**config.mk**
```make
export PLATFORM = sky130hd
export DESIGN_NAME = nand_cycle_gen
export DESIGN_NICKNAME = d
export VERILOG_FILES = /design/src/rtl/nand_cyc_pkg.sv /design/src/rtl/nand_cfg_regs.sv /design/src/rtl/nand_rb_sync.sv /design/src/rtl/nand_phase_seq.sv /design/src/rtl/nand_cycle_gen.sv
export SDC_FILE = /design/constraint.sdc
export NUM_CORES = 1
export LEC_CHECK = 0
export ABC_AREA = 1
export BUFFER_PORTS_ARGS = -buffer_cell sky130_fd_sc_hd__buf_2
export CAP_MARGIN = 20
export CORE_MARGIN = 8
export CORE_UTILIZATION = 49
export CTS_CLUSTER_SIZE = 20
export DETAILED_ROUTE_END_ITERATION = 8
export GPL_ROUTABILITY_DRIVEN = 0
export GPL_TIMING_DRIVEN = 1
export PLACE_DENSITY = 0.79
export REMOVE_ABC_BUFFERS = 1
export SLEW_MARGIN = 20
export SYNTH_ARGS = -nofsm -noshare
export SYNTH_HDL_FRONTEND = slang
export SYNTH_SLANG_ARGS = --single-unit
```
**constraint.sdc**
```tcl
create_clock -name clk -period 2.3 [get_ports clk]
set_input_delay 0.345 -clock clk [delete_from_list [all_inputs] [get_ports clk]]
set_output_delay 0.345 -clock clk [all_outputs]
set_load 0.03 [all_outputs]
```
**src/rtl/nand_cyc_pkg.sv**
```systemverilog
// Shared types for the NAND bus cycle generator.
package nand_cyc_pkg;

    // Cycle kind carried by a request; encoding is visible at the top ports.
    typedef enum logic [1:0] {
        KIND_CMD  = 2'd0,
        KIND_ADDR = 2'd1,
        KIND_WR   = 2'd2,
        KIND_RD   = 2'd3
    } kind_e;

    // Sequencer phase.
    typedef enum logic [1:0] {
        PH_IDLE   = 2'd0,
        PH_SETUP  = 2'd1,
        PH_STROBE = 2'd2,
        PH_HOLD   = 2'd3
    } phase_e;

endpackage

```
**src/rtl/nand_cfg_regs.sv**
```systemverilog
// Configuration register: enable, deselect and three minus-one phase fields.
// A set trigger bit in a write makes a one-cycle ECC-clear pulse and is not
// stored. Assumes writes are single-cycle strobes from the register side.
module nand_cfg_regs #(
    parameter int SW        = 2,
    parameter int PW        = 3,
    parameter int HW        = 3,
    parameter int SETUP_MAX = 4,
    parameter int STROBE_MAX = 8,
    parameter int HOLD_MAX  = 8,
    localparam int CFG_W    = 3 + SW + PW + HW,
    localparam int ECC_BIT  = CFG_W - 1
) (
    input  logic             clk,
    input  logic             rst_n,
    input  logic             cfg_wr,
    input  logic [CFG_W-1:0] cfg_wdata,
    output logic             en,
    output logic             desel,
    output logic [SW-1:0]    setup_f,
    output logic [PW-1:0]    strobe_f,
    output logic [HW-1:0]    hold_f,
    output logic             ecc_clear,
    output logic [CFG_W-1:0] cfg_rdata
);
    localparam int S_LO = 2;
    localparam int P_LO = S_LO + SW;
    localparam int H_LO = P_LO + PW;

    // Store the configuration fields; reset to enable off, deselected, slowest timing.
    always_ff @(posedge clk) begin
        if (!rst_n) begin
            en       <= 1'b0;
            desel    <= 1'b1;
            setup_f  <= SW'(SETUP_MAX - 1);
            strobe_f <= PW'(STROBE_MAX - 1);
            hold_f   <= HW'(HOLD_MAX - 1);
        end else if (cfg_wr) begin
            en       <= cfg_wdata[0];
            desel    <= cfg_wdata[1];
            setup_f  <= cfg_wdata[S_LO +: SW];
            strobe_f <= cfg_wdata[P_LO +: PW];
            hold_f   <= cfg_wdata[H_LO +: HW];
        end
    end

    // Emit the ECC-clear pulse one cycle after a write with the trigger bit.
    always_ff @(posedge clk) begin
        if (!rst_n) ecc_clear <= 1'b0;
        else        ecc_clear <= cfg_wr && cfg_wdata[ECC_BIT];
    end

    // Assemble the read-back word; the trigger bit always reads zero.
    always_comb begin
        cfg_rdata = {1'b0, hold_f, strobe_f, setup_f, desel, en};
    end

endmodule

```
**src/rtl/nand_rb_sync.sv**
```systemverilog
// Multi-stage synchronizer for the asynchronous flash ready/busy pin.
// Assumes the pin is slow against the clock; reset value reads as busy.
module nand_rb_sync #(
    parameter int STAGES = 2
) (
    input  logic clk,
    input  logic rst_n,
    input  logic rb_pin,
    output logic rb_sync
);
    logic [STAGES-1:0] chain;

    // Shift the pin through the synchronizer chain.
    always_ff @(posedge clk) begin
        if (!rst_n) chain <= '0;
        else        chain <= {chain[STAGES-2:0], rb_pin};
    end

    // Present the last stage.
    always_comb rb_sync = chain[STAGES-1];

endmodule

```
**src/rtl/nand_phase_seq.sv**
```systemverilog
// Three-phase bus cycle sequencer. On start it latches the kind, the byte and
// the three phase lengths, then runs setup, strobe and hold for field+1
// cycles each. Read data is captured on the last strobe edge. Assumes start
// only pulses while idle.
module nand_phase_seq
    import nand_cyc_pkg::*;
#(
    parameter int SW    = 2,
    parameter int PW    = 3,
    parameter int HW    = 3,
    parameter int CNT_W = 3
) (
    input  logic          clk,
    input  logic          rst_n,
    input  logic          start,
    input  kind_e         kind_in,
    input  logic [7:0]    byte_in,
    input  logic [SW-1:0] setup_f,
    input  logic [PW-1:0] strobe_f,
    input  logic [HW-1:0] hold_f,
    input  logic [7:0]    dq_in,
    output logic          busy,
    output logic          cle,
    output logic          ale,
    output logic          nwe,
    output logic          nre,
    output logic          dq_oe,
    output logic [7:0]    dq_out,
    output logic [7:0]    rd_data
);
    phase_e             phase;
    kind_e              kind;
    logic [CNT_W-1:0]   cnt;
    logic [CNT_W-1:0]   len_s, len_p, len_h;
    logic [7:0]         wbyte;
    logic               last;

    // Select the terminal count of the current phase.
    always_comb begin
        unique case (phase)
            PH_SETUP:  last = (cnt == len_s);
            PH_STROBE: last = (cnt == len_p);
            PH_HOLD:   last = (cnt == len_h);
            default:   last = 1'b0;
        endcase
    end

    // Advance phase and counter; latch the request on start.
    always_ff @(posedge clk) begin
        if (!rst_n) begin
            phase <= PH_IDLE;
            kind  <= KIND_CMD;
            cnt   <= '0;
            len_s <= '0;
            len_p <= '0;
            len_h <= '0;
            wbyte <= '0;
        end else if (phase == PH_IDLE) begin
            if (start) begin
                phase <= PH_SETUP;
                kind  <= kind_in;
                wbyte <= byte_in;
                cnt   <= '0;
                len_s <= CNT_W'(setup_f);
                len_p <= CNT_W'(strobe_f);
                len_h <= CNT_W'(hold_f);
            end
        end else if (last) begin
            cnt <= '0;
            unique case (phase)
                PH_SETUP:  phase <= PH_STROBE;
                PH_STROBE: phase <= PH_HOLD;
                default:   phase <= PH_IDLE;
            endcase
        end else begin
            cnt <= cnt + 1'b1;
        end
    end

    // Capture the bus byte on the closing edge of a read strobe.
    always_ff @(posedge clk) begin
        if (!rst_n)
            rd_data <= '0;
        else if (phase == PH_STROBE && last && kind == KIND_RD)
            rd_data <= dq_in;
    end

    // Decode the bus controls from phase and kind.
    always_comb begin
        busy   = (phase != PH_IDLE);
        cle    = busy && (kind == KIND_CMD);
        ale    = busy && (kind == KIND_ADDR);
        dq_oe  = busy && (kind != KIND_RD);
        nwe    = !((phase == PH_STROBE) && (kind != KIND_RD));
        nre    = !((phase == PH_STROBE) && (kind == KIND_RD));
        dq_out = wbyte;
    end

endmodule

```
**src/rtl/nand_cycle_gen.sv**
```systemverilog
// Top of the NAND bus cycle generator: configuration register, ready
// synchronizer and phase sequencer. A request is taken only when enabled
// and idle; otherwise it is dropped.
module nand_cycle_gen
    import nand_cyc_pkg::*;
#(
    parameter int SETUP_MAX  = 4,
    parameter int STROBE_MAX = 8,
    parameter int HOLD_MAX   = 8,
    parameter int RB_STAGES  = 2,
    localparam int SW        = $clog2(SETUP_MAX),
    localparam int PW        = $clog2(STROBE_MAX),
    localparam int HW        = $clog2(HOLD_MAX),
    localparam int CFG_W     = 3 + SW + PW + HW,
    localparam int LMAX_A    = (SETUP_MAX > STROBE_MAX) ? SETUP_MAX : STROBE_MAX,
    localparam int LMAX      = (LMAX_A > HOLD_MAX) ? LMAX_A : HOLD_MAX,
    localparam int CNT_W     = $clog2(LMAX)
) (
    input  logic             clk,
    input  logic             rst_n,
    input  logic             cfg_wr,
    input  logic [CFG_W-1:0] cfg_wdata,
    output logic [CFG_W-1:0] cfg_rdata,
    input  logic             op_valid,
    input  logic [1:0]       op_kind,
    input  logic [7:0]       op_data,
    output logic             busy,
    output logic [7:0]       rd_data,
    output logic             ready_stat,
    output logic             ecc_clear,
    output logic             nand_cle,
    output logic             nand_ale,
    output logic             nand_nce,
    output logic             nand_nwe,
    output logic             nand_nre,
    output logic [7:0]       nand_dq_out,
    output logic             nand_dq_oe,
    input  logic [7:0]       nand_dq_in,
    input  logic             nand_rb
);
    logic          cfg_en;
    logic          cfg_desel;
    logic [SW-1:0] setup_f;
    logic [PW-1:0] strobe_f;
    logic [HW-1:0] hold_f;
    logic          start;

    nand_cfg_regs #(
        .SW(SW), .PW(PW), .HW(HW),
        .SETUP_MAX(SETUP_MAX), .STROBE_MAX(STROBE_MAX), .HOLD_MAX(HOLD_MAX)
    ) u_cfg (
        .clk(clk), .rst_n(rst_n),
        .cfg_wr(cfg_wr), .cfg_wdata(cfg_wdata),
        .en(cfg_en), .desel(cfg_desel),
        .setup_f(setup_f), .strobe_f(strobe_f), .hold_f(hold_f),
        .ecc_clear(ecc_clear), .cfg_rdata(cfg_rdata)
    );

    nand_rb_sync #(.STAGES(RB_STAGES)) u_rb (
        .clk(clk), .rst_n(rst_n), .rb_pin(nand_rb), .rb_sync(ready_stat)
    );

    // Accept a request only when enabled and idle.
    always_comb start = op_valid && cfg_en && !busy;

    nand_phase_seq #(.SW(SW), .PW(PW), .HW(HW), .CNT_W(CNT_W)) u_seq (
        .clk(clk), .rst_n(rst_n),
        .start(start), .kind_in(kind_e'(op_kind)), .byte_in(op_data),
        .setup_f(setup_f), .strobe_f(strobe_f), .hold_f(hold_f),
        .dq_in(nand_dq_in),
        .busy(busy), .cle(nand_cle), .ale(nand_ale),
        .nwe(nand_nwe), .nre(nand_nre),
        .dq_oe(nand_dq_oe), .dq_out(nand_dq_out), .rd_data(rd_data)
    );

    // Chip enable follows the stored deselect bit.
    always_comb nand_nce = cfg_desel;

endmodule

```
==> out/metrics.cfg, run 1 <==
[outcome]
outcome = completed

[drt]
wirelength_um = 4180
drc = 0
dr.pass1.iters = 4
wire_per_inst_um = 11.1
viasPerCell = 4.66
vias = 1748
ant_nets = 0
drtIter0Drc = 105

[clock_network]
cts_tree = done
cts.path.max_buffers = 2
cts_root_buffer = clkbuf_8
clock_sinks = 44
postCtsResizedCells = 0
postCtsSetupBuffers = 0
clock_latency_ns = 0.29
path_clk_slew_ns = 0.08
ctsHtreeMaxLevel = 2
cts_made_buffers = 5
hold_buffers = 0

[yosys]
synthDominantCellAreaShare = 0.454
yosysWarnings = 0
yosys-top-cells-area = dfxtp_1, nand2_1, inv_1
synth_top_cell_by_area = dfxtp_1
synth_cells = 259
ys_seq_elements = 44
yosysSeqAreaShare = 0.454
synthesis.area_sq_um = 1940
synthDistinctLibCells = 23
syn_area_per_cell_sq_um = 7.49

[critical_path]
cp.arrival_ns = 2.06
cp.required_ns = 2.50
crit_top_cell = nand2_1
path_cells = inv_1 -> ha_1 -> inv_1 -> nand3_2 -> nand3_1 -> nand2_1 -> nand2_2 -> nand3_4 -> nor2_8 -> nand2_1 -> nand2_1 -> nor2_1
start_kind = flop
cp_slowest_cell = dfxtp_1
crit_type = reg -> reg
cp_max_fo = 16
endpoint_kind = flop
cpPeakStageDelay_ns = 0.33

[sta]
hold_violations = 0
rsz0062_at_grt = false
fin_ws_ns = 0.433
setup_viol_count_final = 0
fmax_mhz = 536
post-route-period-util = 0.812
fin_worst_skew_ns = 0.00611
slew_violations = 0
period_needed_ns = 1.87
finalSetupTns_ns = 0

[power]
p_total_mw = 2.21
vdd_drop_max_mv = 0.396
p_leak_nw = 1.21
p_per_area_nw_per_um2 = 923

[layout]
fin_area_sq_um = 2390
drive_gt1_frac = 0.302
nets = 364
syn2layout_area_growth_pct = 23.3
antenna_cells = 0
n_fill_cell = 385

[place]
portBuffers = 68
post-dp-hpwl_um = 3210
placed_area_sq_um = 2280
dpl_worst_slack_ns = 0.448

[floorplan]
core_area_sq_um = 3910
ioPinCount = 70
die_area_sq_um = 6230
rows = 23
dieHeight_um = 78.9
start_util = 0.496
fp.dieW_um = 78.9

[grt]
grt_max_degree = 38
grt_pass1_wl_um = 7090
grt_pass1_vias = 1629
overflow = 0
antenna_found_initial = 0
grt_use_total = 0.138

[flow_run]
maxCapViolations = 0

[worst_hold_path]
hold_path_class = in -> reg

[power by group]
part | switching, mW | leakage [nW] | internal, mW | total [mW]
clock network | 0.253 | 0.0552 | 0.322 | 0.575
logic | 0.508 | 0.795 | 0.235 | 0.743
registers | 0.0503 | 0.360 | 0.840 | 0.891
total | 0.811 | 1.21 | 1.40 | 2.21
[cell families after synthesis]
| group | after synthesis | share of synthesized area |
|---|---|---|
| AND/OR/NAND/NOR | 110 | 0.271 |
| buffers and inverters | 54 | 0.119 |
| flip-flops | 44 | 0.454 |
| AO/OA/AOI/OAI | 43 | 0.111 |
| adder cells (fa/ha/maj) | 6 | 0.0387 |
| XOR/XNOR | 1 | 0.00451 |
| other | 1 | 0.00193 |
[worst max-delay path, delay by kind of cell (launching register included)]
family        cells  cell delay, ns
fa+ha+maj         1            0.29
buf+inv           2            0.22
flops             1            0.33
simple gates      9            0.93
[cell usage after synthesis]
master / instances
buf_2: 1
dfxtp_1: 44
nor2_1: 12
or2_2: 1
ha_1: 6
nand2_2: 3
clkinv_1: 1
nor2_8: 1
nand4_1: 2
nand3_4: 1
clkbuf_1: 7
inv_1: 41
buf_4: 3
a21oi_1: 23
conb_1: 1
nor2_2: 13
nand3_1: 16
buf_12: 1
nor3_1: 2
nand3_2: 2
xor2_1: 1
nand2_1: 57
o21ai_0: 20
[sequential cells by signal, indices dropped and copies added, names as in the netlist]
register         flops
u_cfg.ecc_clear      1
u_seq.len_p          3
u_seq.len_h          3
u_cfg.hold_f         3
u_seq.rd_data        8
u_seq.phase          2
u_seq.len_s          2
u_rb.chain           2
u_cfg.desel          1
u_seq.dq_out         8
u_seq.cnt            3
u_cfg.en             1
u_cfg.setup_f        2
u_seq.kind           2
u_cfg.strobe_f       3
[path summary, 6_finish.rpt]
kind / from / endpoint / slack [ns] / depth (start not counted)
max: u_seq.phase[0] / u_seq.rd_data[4] / 0.43 / 12
min: nand_rb / u_rb.chain[0] / 0.23 / 3
max reg2reg: u_seq.phase[0] / u_seq.rd_data[4] / 0.43 / 12
min reg2reg: u_rb.chain[0] / u_rb.chain[1] / 0.42 / 2
[through the flow]
| step | cells | utilization | hold slack, ns |
|---|---|---|---|
| floorplan | 247 | - | 0.390 |
| global placement | 367 | 0.584 | 0.399 |
| detailed placement | 367 | 0.584 | 0.403 |
| CTS | 375 | 0.611 | 0.220 |
| global route | 375 | 0.611 | 0.244 |
| finish | 375 | 0.611 | 0.228 |
[routing by layer]
layer,vias up,part of all wire,track usage
met5,-,0,0
met4,0,0.019,0.0667
met3,5,0.049,0.0406
met2,35,0.50,0.233
met1,783,0.43,0.157
li1,925,-,-
[area by class of cell]
cell class / count / area [sq um] / share of cell area
sequential: 44 / 881 / 0.368
multi-input combinational: 161 / 828 / 0.346
timing repair buffer: 70 / 355 / 0.149
inverter: 42 / 158 / 0.0659
clock buffer: 6 / 72.6 / 0.0303
tap: 50 / 62.6 / 0.0262
clock inverter: 2 / 35.0 / 0.0146
[cells in the final DEF (no fill, tap or decap), types with 3 or more instances in the layout]
| cell type | instances |
|---|---|
| buf_2 | 68 |
| nand2_1 | 57 |
| dfxtp_1 | 44 |
| inv_1 | 41 |
| a21oi_1 | 23 |
| o21ai_0 | 20 |
| nand3_1 | 16 |
| nor2_2 | 13 |
| nor2_1 | 12 |
| ha_1 | 6 |
| clkbuf_8 | 5 |
| nand2_2 | 3 |
Note: power is estimated with default switching activity, not from simulation.
==> run 2, diff against run 1 <==
ABC_AREA = 0   (was 1)
CORE_UTILIZATION = 44   (was 49)
PLACE_DENSITY = 0.75   (was 0.79)
clock period = 1.6 ns   (was 2.3 ns; I/O delays follow)
==> run 2 against run 1 <==
The flow now finishes with violations (setup timing). Count of clock-buffer cells in the layout down 1. Clock skew increased by 0.0053 ns. Register-to-register slack worse by 0.90 ns. Clock power increased by 51%. Final area rose by 19%. Sequential power rose by 41%. Global-route usage up 3.3 points. Synthesized cell count shrank 17%. Largest cell class is now multi-input gates. Largest power group is now combinational cells.
==> out/metrics.cfg, run 2 <==
[power]
p_total_mw = 3.49
p_per_area_nw_per_um2 = 1220
combPwrFrac = 0.389
p_switching_mw = 1.20
power.internal_mw = 2.29
p_clk_frac = 0.249
p_leak_nw = 1.25
vdd_drop_max_mv = 0.808
sw_frac_of_total = 0.343
pwr-share-seq = 0.362

[clock_network]
cts_root_buffer = clkbuf_8
clock_latency_ns = 0.30
cts_made_buffers = 5
path_clk_slew_ns = 0.09
cts.path.max_buffers = 2
ctsHtreeMaxLevel = 2
hold_buffers = 0
cts_tree = done
clock_sinks = 44

[critical_path]
cp.arrival_ns = 2.26
cp.required_ns = 1.79
start_kind = flop
cp_max_fo = 6
r2r_end = u_seq.phase[0]
endpoint_kind = flop
cp-startpoint = u_seq.phase[1]
r2r_slack_ns = -0.47
r2r.worst_path.cells = 8
crit_type = reg -> reg
rr_startpoint = u_seq.phase[1]

[sta]
hold_violations = 0
max_slew_margin = 0.464
setup_viol_count_final = 37
fin_ws_ns = -0.469
tightestPinTransition_ns = 0.803
post-route-period-util = 1.29
finalSetupTns_ns = -9.69
period_needed_ns = 2.07
slew_violations = 0
fin_worst_skew_ns = 0.0115
fmax_mhz = 483
rsz0062_at_grt = true
hold_ws_ns = 0.148

[worst_hold_path]
hold_path_class = in -> reg
hold_depth = 2
min_to = u_rb.chain[0]
hp-start = nand_rb

[layout]
n_fill_cell = 286
drive_gt1_frac = 0.453
layoutNonFillerInstCount = 357
syn2layout_area_growth_pct = 51.9
fin_area_sq_um = 2850
nets = 346
utilization = 0.702
final_cell_mix = nand2_1, buf_2, dfxtp_1
final_common_cell = nand2_1
antenna_cells = 0

[grt]
overflow = 0
grt_pass1_vias = 1792
busiest_layer = met2
antenna_found_initial = 0
grt_pass1_wl_um = 8730
grt_use_total = 0.172
grtUsageMet2 = 0.302
grtUsageMet3 = 0.0375
globalRouteMet1Util = 0.181
grt_max_degree = 32

[yosys]
netlist_top_cells_count = nand2_1, dfxtp_1, a21oi_1
asyncSetResetFlopFracSynth = 0
ys_seq_elements = 44
synthDistinctLibCells = 32
synthesis.area_sq_um = 1880
yosysSeqAreaShare = 0.469
synth_top_cell_by_area = dfxtp_1
synthDominantCellAreaShare = 0.469
ys.flop_type = dfxtp_1
syn_area_per_cell_sq_um = 8.69
synthMostInstantiatedCell = nand2_1
yosysWarnings = 0
yosys-top-cells-area = dfxtp_1, nand2_1, mux2i_1
synth_cells = 216
synth-edff-count = 0

[place]
placed_area_sq_um = 2390
portBuffers = 68
dpl_worst_slack_ns = -0.487
post-dp-hpwl_um = 3420
dpl.cell_count = 341

[drt]
wirelength_um = 6080
ant_nets = 0
drc = 0
drtIter0Drc = 128
wire_per_inst_um = 17.0
viasPerCell = 5.14
dr.pass1.iters = 5
vias = 1835

[floorplan]
start_util = 0.463
die_area_sq_um = 6610
dieHeight_um = 81.3
fp.dieW_um = 81.3
core_area_sq_um = 4060
ioPinCount = 70
rows = 23

[flow_run]
maxCapViolations = 0

[outcome]
violations = setup timing
outcome = complete, but fails checks

==> run 2: cell types whose count changed after synthesis, moves of 5 or more <==
cell / before / now
nand3_1: 16 / 2
inv_1: 41 / 6
nor2_2: 13 / 0
mux2i_1: 0 / 20
nor2_1: 12 / 7
o21ai_0: 20 / 0
nand2_1: 57 / 68
==> run 2: worst max-delay path by stage <==
| stage | to | slack, ns | cells past startpoint |
|---|---|---|---|
| 5_1_grt | u_seq.rd_data[7] | -0.55 | 9 |
| 4_1_cts | u_seq.rd_data[6] | -0.37 | 9 |
| 3_5_place_dp | u_seq.phase[0] | -0.49 | 7 |
| 2_1_floorplan | u_seq.phase[0] | -0.46 | 7 |
| 3_3_place_gp | u_seq.phase[1] | -0.46 | 7 |
| 6_report | u_seq.phase[0] | -0.47 | 8 |
==> run 2: cells by family (layout without fill, tap and decap cells) <==
logic type | Yosys count | after routing | share of synthesized area
AO/OA/AOI/OAI | 32 | 32 | 0.105
XOR/XNOR | 1 | 1 | 0.00467
adder cells (fa/ha/maj) | 6 | 6 | 0.0400
buffers and inverters | 19 | 110 | 0.0507
flip-flops | 44 | 44 | 0.469
multiplexers | 21 | 21 | 0.113
other | 1 | 1 | 0.00200
AND/OR/NAND/NOR | 92 | 92 | 0.216
==> run 2: power by group through the flow <==
stage | combinational (mW) | clock, mW | sequential, mW
final | 1.36 | 0.870 | 1.26
after global routing | 1.45 | 0.919 | 1.27
after CTS | 1.14 | 0.859 | 1.24
after detailed placement | 0.926 | 0 | 1.25
after global placement | 0.904 | 0 | 1.25
after floorplan | 0.446 | 0 | 1.30
==> run 2: what timing repair did <==
item,in CTS,in global routing
resized for setup,38,22
endpoints found under the setup margin,37,37
pin swaps,8,5
gates cloned,0,1
hold endpoints to repair,0,0
setup buffers,3,4
==> run 2: layer usage <==
metal  vias up  wire [um]
met2        63       3170
met5         -          0
met1       867       2460
met3        15        255
met4         0        182
li1        890          -
==> run 2: area by class of cell <==
class / count / area (sq um) / area share
Tap cell: 50 / 62.6 / 0.0219
Sequential cell: 44 / 888 / 0.312
Inverter: 6 / 22.5 / 0.00790
Clock inverter: 3 / 42.5 / 0.0149
Timing Repair Buffer: 96 / 639 / 0.224
Clock buffer: 5 / 68.8 / 0.0241
Multi-Input combinational cell: 153 / 1130 / 0.395
==> run 2: critical path: stages, from the launching register on <==
cell	delay (ns)
dfxtp_4	0.37
buf_6	0.12
ha_4	0.19
a22o_1	0.21
nor3_2	0.22
nor2_1	0.10
buf_4	0.14
or4b_4	0.47
o211a_1	0.14
==> run 3, diff against run 2 <==
ABC_AREA = 1   (was 0)
==> run 3 against run 2 <==
Largest power group unchanged. Count of clock-buffer cells in the layout rose by 1. Critical path type unchanged. The run still ends with setup timing left. Critical endpoint is now u_seq.rd_data[0]. Clock skew fell by 0.0048 ns. Total power is 5.1% higher. Worst hold slack worse by 0.021 ns. Flip-flop and latch count stayed put. Combinational power increased by 8%.
==> out/metrics.cfg, run 3 (synthesis results as in run 1) <==
[grt]
overflow = 0
grt_max_degree = 38
grt_pass1_vias = 1761
grt_pass1_wl_um = 7410
grt_use_total = 0.140
antenna_found_initial = 0

[critical_path]
endpoint_kind = flop
r2r.worst_path.cells = 12
cpPeakStageDelay_ns = 0.37
start_kind = flop
r2r_end = u_seq.rd_data[0]
crit_type = reg -> reg
rr_startpoint = u_seq.phase[0]
cp.arrival_ns = 1.80
path_cells = inv_2 -> buf_6 -> ha_2 -> inv_2 -> nand2_1 -> nor2_4 -> nand3_4 -> nor2_8 -> buf_4 -> nand2_2 -> nand2_1 -> nor2_2
cp_slowest_cell = dfxtp_2
cp_max_fo = 5
cp.required_ns = 1.79
cp-startpoint = u_seq.phase[0]
r2r_slack_ns = -0.02

[power]
combPwrFrac = 0.400
pwr-share-seq = 0.360
p_per_area_nw_per_um2 = 1370
power.internal_mw = 2.30
p_clk_frac = 0.240
sw_frac_of_total = 0.371
vdd_drop_max_mv = 0.766
p_switching_mw = 1.36
p_leak_nw = 1.32

[clock_network]
cts_tree = done
clock_latency_ns = 0.29
cts_root_buffer = clkbuf_8
ctsHtreeMaxLevel = 2
path_clk_slew_ns = 0.08
hold_buffers = 0
cts.path.max_buffers = 2
clock_sinks = 44
cts_made_buffers = 5

[floorplan]
rows = 24
dieHeight_um = 82.4
ioPinCount = 70
core_area_sq_um = 4290
start_util = 0.452
die_area_sq_um = 6790
fp.dieW_um = 82.4

[layout]
final_common_cell = buf_2
final_cell_mix = buf_2, nand2_1, dfxtp_1
fin_area_sq_um = 2670
drive_gt1_frac = 0.409
multi_input_area_sq_um = 948
nets = 374
n_fill_cell = 397
regArea_sq_um = 886
antenna_cells = 0
utilization = 0.622
syn2layout_area_growth_pct = 37.7

[place]
post-dp-hpwl_um = 3340
portBuffers = 68
placed_area_sq_um = 2340
dpl_worst_slack_ns = -0.129

[drt]
drtIter0Drc = 86
vias = 1769
wirelength_um = 4640
dr.pass1.iters = 4
viasPerCell = 4.57
drc = 0
wire_per_inst_um = 12.0
ant_nets = 0

[sta]
setup_viol_count_final = 3
slew_violations = 0
hold_ws_ns = 0.127
period_needed_ns = 1.62
rsz0062_at_grt = true
hold_violations = 0
fin_ws_ns = -0.0158
fin_worst_skew_ns = 0.00664
fmax_mhz = 619
post-route-period-util = 1.01

[worst_hold_path]
min_to = u_rb.chain[0]
hp-start = nand_rb
hold_depth = 3
hold_path_class = in -> reg

[outcome]
outcome = complete, but fails checks
violations = setup timing

[flow_run]
maxCapViolations = 0

-- run 3: per-stage QoR --
step                      cells  power [mW]  TNS [ns]
after floorplan             247        2.08     -3.44
after global placement      375        2.44    -0.230
after detailed placement    375        2.47    -0.968
after CTS                   387        3.45    -0.145
after global routing        387        3.89     -1.13
final                       387        3.66   -0.0228
-- run 3: cell type report --
type                       count  share of cell area
tap                           52              0.0244
clock buffer                   6              0.0309
multi-input combinational    161               0.355
sequential                    44               0.332
clock inverter                 2              0.0145
inverter                      42              0.0609
timing repair buffer          80               0.183
-- run 3: power groups by stage --
stage | clock network, mW | registers, mW | logic (mW)
finish | 0.879 | 1.32 | 1.47
global route | 0.950 | 1.34 | 1.61
CTS | 0.909 | 1.30 | 1.24
detailed placement | 0 | 1.31 | 1.16
global placement | 0 | 1.31 | 1.14
floorplan | 0 | 1.38 | 0.702
-- run 3: timing repair --
item                                    4_1_cts  5_1_grt
pin swaps                                     3       11
setup buffers                                 4        0
resized for setup                            22       33
endpoints found under the setup margin       15       18
-- run 3: per-layer routing --
metal	part of all wire	global-route usage	vias to the layer above
li1	-	-	950
met3	0.048	0.0346	4
met4	0.014	0.0579	0
met2	0.52	0.253	35
met5	0	0	-
met1	0.41	0.152	780
-- run 3: worst max-delay path by stage --
stage | to | slack, ns | depth (start not counted)
floorplan | u_seq.dq_out[0] | -0.17 | 5
detailed placement | u_seq.rd_data[7] | -0.13 | 12
global placement | u_seq.rd_data[1] | -0.04 | 12
global route | u_seq.rd_data[0] | -0.12 | 13
finish | u_seq.rd_data[0] | -0.02 | 12
CTS | u_seq.rd_data[2] | -0.02 | 11
-- run 3: critical path, delay by kind of cell (launching register included) --
kind                     cells  cell delay [ns]
AND/OR/NAND/NOR              7             0.59
buffers and inverters        4             0.39
flip-flops                   1             0.37
adder cells (fa/ha/maj)      1             0.18
